--- config.mk ---
export PLATFORM = sky130hd
export DESIGN_NAME = fault_qual_bank
export DESIGN_NICKNAME = d
export VERILOG_FILES = /design/src/rtl/fq_pkg.sv /design/src/rtl/fq_run_qual.sv /design/src/rtl/fq_vote_qual.sv /design/src/rtl/fq_prio.sv /design/src/rtl/fault_qual_bank.sv
export SDC_FILE = /design/constraint.sdc
export NUM_CORES = 1
export LEC_CHECK = 0
export BUFFER_PORTS_ARGS = -buffer_cell sky130_fd_sc_hd__buf_4
export CAP_MARGIN = 25
export CELL_PAD_IN_SITES_DETAIL_PLACEMENT = 0
export CELL_PAD_IN_SITES_GLOBAL_PLACEMENT = 1
export CORE_ASPECT_RATIO = 2
export CORE_MARGIN = 8
export CORE_UTILIZATION = 40
export DETAILED_ROUTE_END_ITERATION = 8
export PLACE_DENSITY_LB_ADDON = 0.1
export SKIP_CTS_REPAIR_TIMING = 1
export SYNTH_ARGS = -nofsm -noshare
export SYNTH_HDL_FRONTEND = slang
export SYNTH_SLANG_ARGS = --single-unit
--- constraint.sdc ---
create_clock -name clk -period 1.9 [get_ports clk]
set_input_delay 0.285 -clock clk [delete_from_list [all_inputs] [get_ports clk]]
set_output_delay 0.285 -clock clk [all_outputs]
set_load 0.01 [all_outputs]
--- src/rtl/fq_pkg.sv ---
package fq_pkg;
    localparam int NCH       = 6;
    localparam int CH_LPS    = 0;
    localparam int CH_WELD   = 1;
    localparam int CH_BFW    = 2;
    localparam int CH_BUSOV  = 3;
    localparam int CH_OTEMP  = 4;
    localparam int CH_FAN    = 5;
    localparam int CODE_W    = 8;
    localparam int VOTE_N    = 10;
    localparam int VOTE_K    = 7;

    // channels that the clear input may drop
    localparam logic [NCH-1:0] RECOV_MASK = 6'b111000;

    function automatic logic [CODE_W-1:0] code_of(input int ch);
        case (ch)
            CH_LPS:   return 8'h01;
            CH_WELD:  return 8'h0D;
            CH_BFW:   return 8'h0C;
            CH_BUSOV: return 8'h08;
            CH_OTEMP: return 8'h07;
            CH_FAN:   return 8'h10;
            default:  return 8'h00;
        endcase
    endfunction

    function automatic int run_limit(input int ch);
        case (ch)
            CH_WELD, CH_BFW:    return 25;
            CH_BUSOV, CH_OTEMP: return 2;
            CH_FAN:             return 32;
            default:            return 1;
        endcase
    endfunction

    function automatic int run_decim(input int ch);
        return (ch == CH_FAN) ? 4 : 1;
    endfunction
endpackage

--- src/rtl/fq_run_qual.sv ---
module fq_run_qual #(
    parameter int LIMIT = 25,
    parameter int DECIM = 1,
    parameter bit RECOV = 1'b0
) (
    input  logic clk,
    input  logic rst_n,
    input  logic strobe,
    input  logic enable,
    input  logic raw_n,
    input  logic clear,
    output logic flag
);
    localparam int CW = $clog2(LIMIT + 1);
    localparam int PW = (DECIM > 1) ? $clog2(DECIM) : 1;
    localparam logic [CW-1:0] LIM_C   = CW'(LIMIT);
    localparam logic [PW-1:0] PH_LAST = PW'(DECIM - 1);

    typedef struct packed {
        logic [CW-1:0] cnt;
        logic [PW-1:0] phase;
        logic          flag;
    } run_st_t;

    run_st_t st_d, st_q;

    always_comb begin
        logic take;
        st_d = st_q;
        take = strobe && (st_q.phase == '0);
        if (strobe) begin
            st_d.phase = (st_q.phase == PH_LAST) ? '0 : st_q.phase + 1'b1;
        end
        if (take) begin
            if (enable && !raw_n) begin
                if (st_q.cnt != LIM_C) st_d.cnt = st_q.cnt + 1'b1;
                if (st_d.cnt == LIM_C) st_d.flag = 1'b1;
            end else begin
                st_d.cnt = '0;
            end
        end
        if (RECOV && clear) begin
            st_d.cnt  = '0;
            st_d.flag = 1'b0;
        end
    end

    always_ff @(posedge clk or negedge rst_n) begin
        if (!rst_n) st_q <= '0;
        else        st_q <= st_d;
    end

    assign flag = st_q.flag;
endmodule

--- src/rtl/fq_vote_qual.sv ---
module fq_vote_qual #(
    parameter int N = 10,
    parameter int K = 7
) (
    input  logic clk,
    input  logic rst_n,
    input  logic strobe,
    input  logic raw_n,
    output logic flag
);
    localparam int RW = $clog2(N + 1);
    localparam logic [RW-1:0] LAST_C = RW'(N - 1);
    localparam logic [RW-1:0] K_C    = RW'(K);

    typedef struct packed {
        logic [RW-1:0] reads;
        logic [RW-1:0] lows;
        logic          flag;
    } vote_st_t;

    vote_st_t st_d, st_q;

    always_comb begin
        logic [RW-1:0] lows_n;
        st_d   = st_q;
        lows_n = st_q.lows + RW'(!raw_n);
        if (strobe) begin
            if (st_q.reads == LAST_C) begin
                if (lows_n >= K_C) st_d.flag = 1'b1;
                st_d.reads = '0;
                st_d.lows  = '0;
            end else begin
                st_d.reads = st_q.reads + 1'b1;
                st_d.lows  = lows_n;
            end
        end
    end

    always_ff @(posedge clk or negedge rst_n) begin
        if (!rst_n) st_q <= '0;
        else        st_q <= st_d;
    end

    assign flag = st_q.flag;
endmodule

--- src/rtl/fq_prio.sv ---
module fq_prio
    import fq_pkg::*;
(
    input  logic [NCH-1:0]    flags,
    output logic [CODE_W-1:0] code,
    output logic              recov
);
    // lowest index wins: scan from the bottom of the order upwards
    always_comb begin
        code  = '0;
        recov = 1'b0;
        for (int i = NCH - 1; i >= 0; i--) begin
            if (flags[i]) begin
                code  = code_of(i);
                recov = RECOV_MASK[i];
            end
        end
    end
endmodule

--- src/rtl/fault_qual_bank.sv ---
module fault_qual_bank
    import fq_pkg::*;
(
    input  logic              clk,
    input  logic              rst_n,
    input  logic              line_tick,
    input  logic              qtr_stb,
    input  logic              clear_rec,
    input  logic              batt_mode,
    input  logic              bf_open,
    input  logic              weld_n,
    input  logic              bfweld_n,
    input  logic              busov_n,
    input  logic              fan_n,
    input  logic              lps_n,
    input  logic              otemp_n,
    output logic [NCH-1:0]    fault_o,
    output logic [CODE_W-1:0] disp_code,
    output logic              recov_o
);
    logic [NCH-1:0] raw_vec;
    logic [NCH-1:0] en_vec;
    logic [NCH-1:0] stb_vec;
    logic [NCH-1:0] flag_vec;

    always_comb begin
        raw_vec           = '1;
        raw_vec[CH_LPS]   = lps_n;
        raw_vec[CH_WELD]  = weld_n;
        raw_vec[CH_BFW]   = bfweld_n;
        raw_vec[CH_BUSOV] = busov_n;
        raw_vec[CH_OTEMP] = otemp_n;
        raw_vec[CH_FAN]   = fan_n;

        en_vec           = '1;
        en_vec[CH_WELD]  = batt_mode;
        en_vec[CH_BFW]   = bf_open;

        stb_vec            = {NCH{line_tick}};
        stb_vec[CH_BUSOV]  = qtr_stb;
    end

    fq_vote_qual #(.N(VOTE_N), .K(VOTE_K)) u_lps (
        .clk    (clk),
        .rst_n  (rst_n),
        .strobe (stb_vec[CH_LPS]),
        .raw_n  (raw_vec[CH_LPS]),
        .flag   (flag_vec[CH_LPS])
    );

    for (genvar g = CH_LPS + 1; g < NCH; g++) begin : g_run
        fq_run_qual #(
            .LIMIT (run_limit(g)),
            .DECIM (run_decim(g)),
            .RECOV (RECOV_MASK[g])
        ) u_run (
            .clk    (clk),
            .rst_n  (rst_n),
            .strobe (stb_vec[g]),
            .enable (en_vec[g]),
            .raw_n  (raw_vec[g]),
            .clear  (clear_rec),
            .flag   (flag_vec[g])
        );
    end

    fq_prio u_prio (
        .flags (flag_vec),
        .code  (disp_code),
        .recov (recov_o)
    );

    assign fault_o = flag_vec;
endmodule

==> metrics.yaml, run 1 <==
status: "finished clean"
r2r_slack_ns: 0.38
peakVddDrop_v: 0.000563
drt-pass1-iter-count: 4
crit_type: "reg -> out"
worstPathArrival_ns: 1.30
cts_buffer_depth: 2
grtUsageTotal: 0.125
tns_ns: 0
crit_fanout: 6
synth_top_area_cell: "dfrtp_1"
route.vias.total: 1748
leakagePower_uw: 0.00109
die_w_um: 68.5
synth_common_cells: "dfrtp_1 (36), nand2_1 (27), o21ai_0 (27), inv_1 (20)"
root_buffer: "clkbuf_8"
hold_violations: 0
num_antenna_cells: 0
core_um2: 5370
io-pin-count: 28
synth_area_leaders: "dfrtp_1 (41%), ha_1 (6.8%), o21ai_0 (6.1%), nand2_1 (4.6%), inv_1 (3.4%)"
synth_seq_cells: 36
drive_above_1_share: 0.133
syn-mean-instance-area_um2: 9.06
reg2reg_depth: 5
clk_pin_slew_ns: 0.08
worstSetupStartpointType: "register"
nets: 287
numCtsBuffers: 5
die_area_um2: 8280
drt_iter0_drc: 56
power_uw: 2100
rsz0062_at_grt: "no"
grt_pass1_wl_mm: 8.06
cts_tree: "yes"
cap_violations: 0
r2r-start: "g_run[1].u_run.st_q[2]"
clock_latency_ns: 0.28
crit_path_end: "disp_code[4]"
final_core_util: 0.460
synth_cell_types: 44
fmax_mhz: 630
rows: 38
wl_per_cell_um: 15.2
drc: 0
synth.most_common_cell: "dfrtp_1"
place_worst_setup_slack_ns: 0.391
yosys_warnings: 0
reg2reg_to: "g_run[1].u_run.flag"
initial_core_util: 0.410
grt_pass1_vias: 1804
synthesis.area_um2: 2200
finalCritPeriodShare: 0.836
cp-end-kind: "output port"
syn_inst: 243
synthArstFlopShare: 1.00
critPathLaunch: "u_lps.flag"
worst_slack_ns: 0.312
routed_wirelength_mm: 4.92
drv_slew: 0
vias_per_cell: 5.41
synth_top_flop_cell: "dfrtp_1"
h-tree-depth: 2
fillers: 545
clock_skew_ns: 0.00328
synth_edf_count: 0
antenna_found_initial: 0
ys_seq_area_frac: 0.409
routabilityCongestion: 0.783
clock-sinks: 36
overflow: 0
hold_path.class: "in -> reg"
postRouteAntennaNets: 0
yosysTopAreaCellShare: 0.409
dp_hpwl_mm: 3.66
fin_crit_ns: 1.59
cp.required_ns: 1.62
numPortBuffers: 24
powerDensity_nw_per_um2: 851
die_h_um: 121
grt_max_degree: 37
syn_to_final_growth_pct: 12.2
whs_path_depth: 2
setup_viol: 0
## final cells by class
| class | instances | area [um^2] | area share |
|---|---|---|---|
| Tap cell | 60 | 75.1 | 0.0304 |
| Sequential cell | 36 | 901 | 0.365 |
| Inverter | 20 | 75.1 | 0.0304 |
| Timing Repair Buffer | 25 | 190 | 0.0770 |
| Multi-Input combinational cell | 174 | 1140 | 0.461 |
| Clock buffer | 8 | 90.1 | 0.0365 |
## through the flow
step | hold slack [ns] | area (um^2) | cells
2_1_floorplan | -0.0106 | 2210 | 245
3_3_place_gp | 0.284 | 2370 | 314
3_5_place_dp | 0.285 | 2370 | 314
4_1_cts | -0.0337 | 2460 | 322
5_1_grt | 0.234 | 2470 | 323
6_report | 0.236 | 2470 | 323
## cell usage in the layout (no fill, tap or decap), types with 2 or more instances in the layout
| cell type | n |
|---|---|
| nand3_1 | 10 |
| o21ai_0 | 27 |
| a21oi_1 | 7 |
| nor2_1 | 6 |
| conb_1 | 3 |
| nand4_1 | 2 |
| dfrtp_1 | 36 |
| a22o_1 | 2 |
| clkbuf_8 | 6 |
| nand4b_1 | 2 |
| o21bai_1 | 3 |
| a21o_1 | 2 |
| o22a_1 | 2 |
| nor3_1 | 4 |
| xor2_1 | 2 |
| and3_1 | 4 |
| inv_1 | 20 |
| a31oi_1 | 4 |
| o2bb2ai_1 | 2 |
| nand2b_1 | 12 |
| o22ai_1 | 2 |
| nand2_1 | 27 |
| and4bb_2 | 2 |
| nor2b_1 | 4 |
| clkbuf_1 | 2 |
| o31ai_1 | 7 |
| nand3b_1 | 6 |
| xnor2_1 | 6 |
| buf_4 | 24 |
| ha_1 | 12 |
## worst max-delay path, stage by stage, from the launching register on
cell	delay [ns]
dfrtp_1	0.47
nor2_1	0.20
and4_1	0.22
buf_4	0.12
## per-layer routing
| layer | share of wire | wire (um) | vias to the layer above | track usage |
|---|---|---|---|---|
| li1 | - | - | 880 | - |
| met1 | 0.38 | 1890 | 827 | 0.127 |
| met2 | 0.55 | 2720 | 28 | 0.220 |
| met3 | 0.032 | 159 | 13 | 0.0268 |
| met4 | 0.031 | 154 | 0 | 0.0723 |
| met5 | 0 | 0 | - | 0 |
## where the power goes
group          leakage, uW  switching (uW)  internal [uW]
Clock            0.0000455             281            296
Sequential        0.000472             145            886
Combinational     0.000572             256            240
Total              0.00109             681           1420
## kinds of logic after synthesis
group | Yosys count | synth area share
and+or+nand+nor | 86 | 0.226
other | 1 | 0.00170
DFF | 36 | 0.409
muxes | 1 | 0.00455
xor gates and xnor gates | 8 | 0.0318
adders and majority gates | 12 | 0.0682
AOI/OAI and AO/OA | 64 | 0.181
buffers and inverters | 35 | 0.0773
## how the worst min path moves through the flow
stage / startpoint / to / slack (ns)
floorplan: rst_n / g_run[1].u_run.flag / -0.01
global placement: rst_n / g_run[1].u_run.st_q[5] / 0.28
detailed placement: rst_n / g_run[5].u_run.st_q[6] / 0.28
CTS: rst_n / g_run[1].u_run.st_q[4] / -0.03
global route: clear_rec / g_run[3].u_run.st_q[2] / 0.23
finish: clear_rec / g_run[3].u_run.flag / 0.24
## registers in the layout, summed over array words and instances (netlist names)
register          cells
g_run.u_run.flag      5
u_lps.flag            1
g_run.u_run.st_q     22
u_lps.st_q            8
No activity file was read; power rests on OpenSTA's default activity.
==> inputs of run 2 (changes only) <==
Clock period 1.9 ns to 1.5 ns, I/O delays scaled along.
==> metrics.yaml, run 2 (synthesis results as in run 1) <==
vias_per_cell: 5.37
cap_violations: 0
slowest_delay_ns: 0.44
num_antenna_cells: 0
rsz0062_at_grt: "yes"
leakagePower_uw: 0.00118
setup_viol: 0
powerDensity_nw_per_um2: 1050
grt_max_degree: 37
dp_hpwl_mm: 3.81
worstSetupStartpointType: "register"
grt_pass1_wl_mm: 8.79
die_h_um: 121
top_register: "g_run.u_run.st_q"
drt-pass1-iter-count: 4
worstPathArrival_ns: 1.24
die_area_um2: 8280
path_cells: "nor2_2, buf_4, a21oi_1, buf_4"
clock_skew_ns: 0.00533
cts_tree: "yes"
fin_crit_ns: 1.47
status: "finished clean"
overflow: 0
worst-path-buf-inv: 2
fmax_mhz: 682
postRouteAntennaNets: 0
route.vias.total: 1831
crit_family: "flip-flops"
grt_pass1_vias: 1945
grtUsageTotal: 0.137
antenna_found_initial: 0
die_w_um: 68.5
crit_fanout: 4
syn_to_final_growth_pct: 21.2
finalCritPeriodShare: 0.978
drv_slew: 0
initial_core_util: 0.410
final_core_util: 0.497
nets: 306
numCtsBuffers: 5
cts_buffer_depth: 2
drc: 0
crit_type: "reg -> out"
routabilityCongestion: 0.822
slowest_stage: "dfrtp_1"
final_cell_mix: "buf_4 (43), dfrtp_1 (31), nand2_1 (27), o21ai_0 (25), inv_1 (18)"
hold_path.class: "in -> reg"
drt_iter0_drc: 59
core_um2: 5370
clk_pin_slew_ns: 0.07
peakVddDrop_v: 0.000805
root_buffer: "clkbuf_8"
wl_per_cell_um: 15.1
largest_reg_flops: 22
crit_path_frequent_cell: "buf_4"
io-pin-count: 28
worst_slack_ns: 0.0336
clock_latency_ns: 0.29
cp-end-kind: "output port"
layout_commonest_cell: "buf_4"
place_worst_setup_slack_ns: 0.0476
numPortBuffers: 24
rows: 38
drive_above_1_share: 0.253
clock-sinks: 36
hold_violations: 0
cp.required_ns: 1.27
h-tree-depth: 2
routed_wirelength_mm: 5.14
run 2: changes by cell type in the layout (fill, tap and decap cells not counted), sizes merged:
| cell | change |
|---|---|
| buf | +19 |
| clkbuf | -1 |
run 2: worst reg2reg max path, stage by stage, from the launching register on:
cell and delay (ns):
dfrtp_1 0.41, inv_1 0.07, ha_2 0.18, nand4bb_4 0.13
or3_1 0.32, o21ai_1 0.10, a41o_1 0.18
run 2: through the flow:
step	hold WS [ns]	cells	power (uW)	setup TNS, ns	cell area, um^2
finish	0.172	341	2810	0	2670
global route	0.179	341	3020	-0.123	2670
CTS	-0.101	332	2800	-0.0917	2550
detailed placement	0.220	325	2030	0	2450
global placement	0.217	325	2020	0	2450
floorplan	-0.0706	245	1730	0	2210
run 2: worst paths after layout:
check / start / endpoint / slack, ns / cells past startpoint
max: g_run[3].u_run.flag / disp_code[3] / 0.03 / 4
min: clear_rec / g_run[3].u_run.st_q[2] / 0.17 / 2
max reg2reg: g_run[5].u_run.st_q[3] / g_run[5].u_run.flag / 0.05 / 6
min reg2reg: g_run[3].u_run.st_q[2] / g_run[3].u_run.st_q[2] / 0.54 / 2
max in group asynchronous: rst_n / g_run[2].u_run.st_q[3] / 0.70 / 2
min in group asynchronous: rst_n / u_lps.st_q[4] / 0.43 / 2
run 2: area by class of cell:
type | count | area, um^2
Clock buffer | 7 | 96.3
Fill cell | 504 | 2700
Inverter | 20 | 75.1
Multi-Input combinational cell | 174 | 1180
Sequential cell | 36 | 907
Tap cell | 60 | 75.1
Timing Repair Buffer | 44 | 333
run 2: power by group:
group	internal [uW]	switching, uW
combinational	383	393
sequential	1120	157
clock	409	343
run 2: routing by layer:
layer	GRT usage	share of wire	up-vias
met5	0	0	-
met4	0.0671	0.028	0
met3	0.0268	0.032	13
met2	0.252	0.58	27
met1	0.134	0.36	874
li1	-	-	917
==> inputs of run 3 (changes only) <==
Settings changed: CELL_PAD_IN_SITES_DETAIL_PLACEMENT 0 to default, CELL_PAD_IN_SITES_GLOBAL_PLACEMENT 1 to default, PLACE_DENSITY_LB_ADDON 0.1 to default.
==> metrics.yaml, run 3 (synthesis results as in run 1) <==
clock_latency_ns: 0.30
worstSetupStartpointType: "register"
cap_violations: 0
rows: 38
worst_slack_ns: 0.0299
cp-end-kind: "output port"
final_core_util: 0.485
cp.required_ns: 1.27
drt-pass1-iter-count: 6
nets: 299
drc: 0
syn_to_final_growth_pct: 18.4
crit_fanout: 4
crit_family: "flip-flops"
worstPathArrival_ns: 1.25
num_antenna_cells: 0
io-pin-count: 28
worst-path-buf-inv: 1
crit_type: "reg -> out"
top_register: "g_run.u_run.st_q"
grt_pass1_wl_mm: 8.36
routed_wirelength_mm: 4.79
cts_tree: "yes"
powerDensity_nw_per_um2: 1030
fin_crit_ns: 1.47
design_area_um2: 2610
path_cells: "o311a_1, buf_6"
antenna_found_initial: 0
grt_max_degree: 37
clock_skew_ns: 0.0104
clk_pin_slew_ns: 0.08
fin_cells: 335
peakVddDrop_v: 0.000623
wl_per_cell_um: 14.3
placed_cell_area_um2: 2430
vias_per_cell: 5.36
setup_viol: 0
place_worst_setup_slack_ns: 0.0462
slowest_delay_ns: 0.43
initial_core_util: 0.410
drv_slew: 0
h-tree-depth: 2
die_area_um2: 8280
leakagePower_uw: 0.00115
fmax_mhz: 680
clock-sinks: 36
layout_commonest_cell: "buf_4"
drt_iter0_drc: 67
numCtsBuffers: 5
core_um2: 5370
routabilityCongestion: 0.861
slowest_stage: "dfrtp_1"
numPortBuffers: 24
dp_hpwl_mm: 3.53
hold_path.class: "in -> reg"
die_w_um: 68.5
rsz0062_at_grt: "yes"
drive_above_1_share: 0.233
cts_buffer_depth: 2
place_inst: 322
status: "finished clean"
route.vias.total: 1796
overflow: 0
hold_violations: 0
grtUsageTotal: 0.131
grt_pass1_vias: 1809
die_h_um: 121
final_cell_mix: "buf_4 (35), dfrtp_1 (30), nand2_1 (27), o21ai_0 (26), inv_1 (17)"
postRouteAntennaNets: 0
largest_reg_flops: 22
finalCritPeriodShare: 0.980
root_buffer: "clkbuf_8"
run 3: path summary, 6_finish.rpt:
path	from	end	slack [ns]	cells after the start
min reg2reg	u_lps.st_q[1]	u_lps.st_q[1]	0.53	2
max in group asynchronous	rst_n	u_lps.flag	0.72	2
min	clear_rec	g_run[4].u_run.flag	0.15	2
min in group asynchronous	rst_n	g_run[5].u_run.st_q[5]	0.42	2
max reg2reg	g_run[5].u_run.st_q[4]	g_run[5].u_run.flag	0.08	6
max	g_run[3].u_run.flag	recov_o	0.03	2
run 3: per-layer routing:
layer  up-vias  track usage  share of wire
met5         -            0              0
met2        25        0.219           0.54
met4         0       0.0710          0.022
met1       860        0.142           0.40
li1        903            -              -
met3         8       0.0324          0.040
run 3: cell type report:
type | count | area, um^2
fillers | 527 | 2770
multi-input cells | 174 | 1180
flip-flops and latches | 36 | 908
repair buffers | 37 | 284
inverters | 20 | 75.1
well taps | 60 | 75.1
clock buffers | 5 | 68.8
clock inverters | 3 | 18.8
run 3: power by group:
part           internal [uW]  switching (uW)
clock                    324             375
sequential              1130             163
combinational            351             354
total                   1800             892
run 3: through the flow:
| step | setup TNS, ns | hold slack [ns] | total power, uW |
|---|---|---|---|
| floorplan | 0 | -0.0706 | 1730 |
| global placement | 0 | 0.223 | 1970 |
| detailed placement | 0 | 0.225 | 1990 |
| CTS | -0.258 | -0.112 | 2720 |
| global route | -0.154 | 0.146 | 2890 |
| finish | 0 | 0.151 | 2690 |
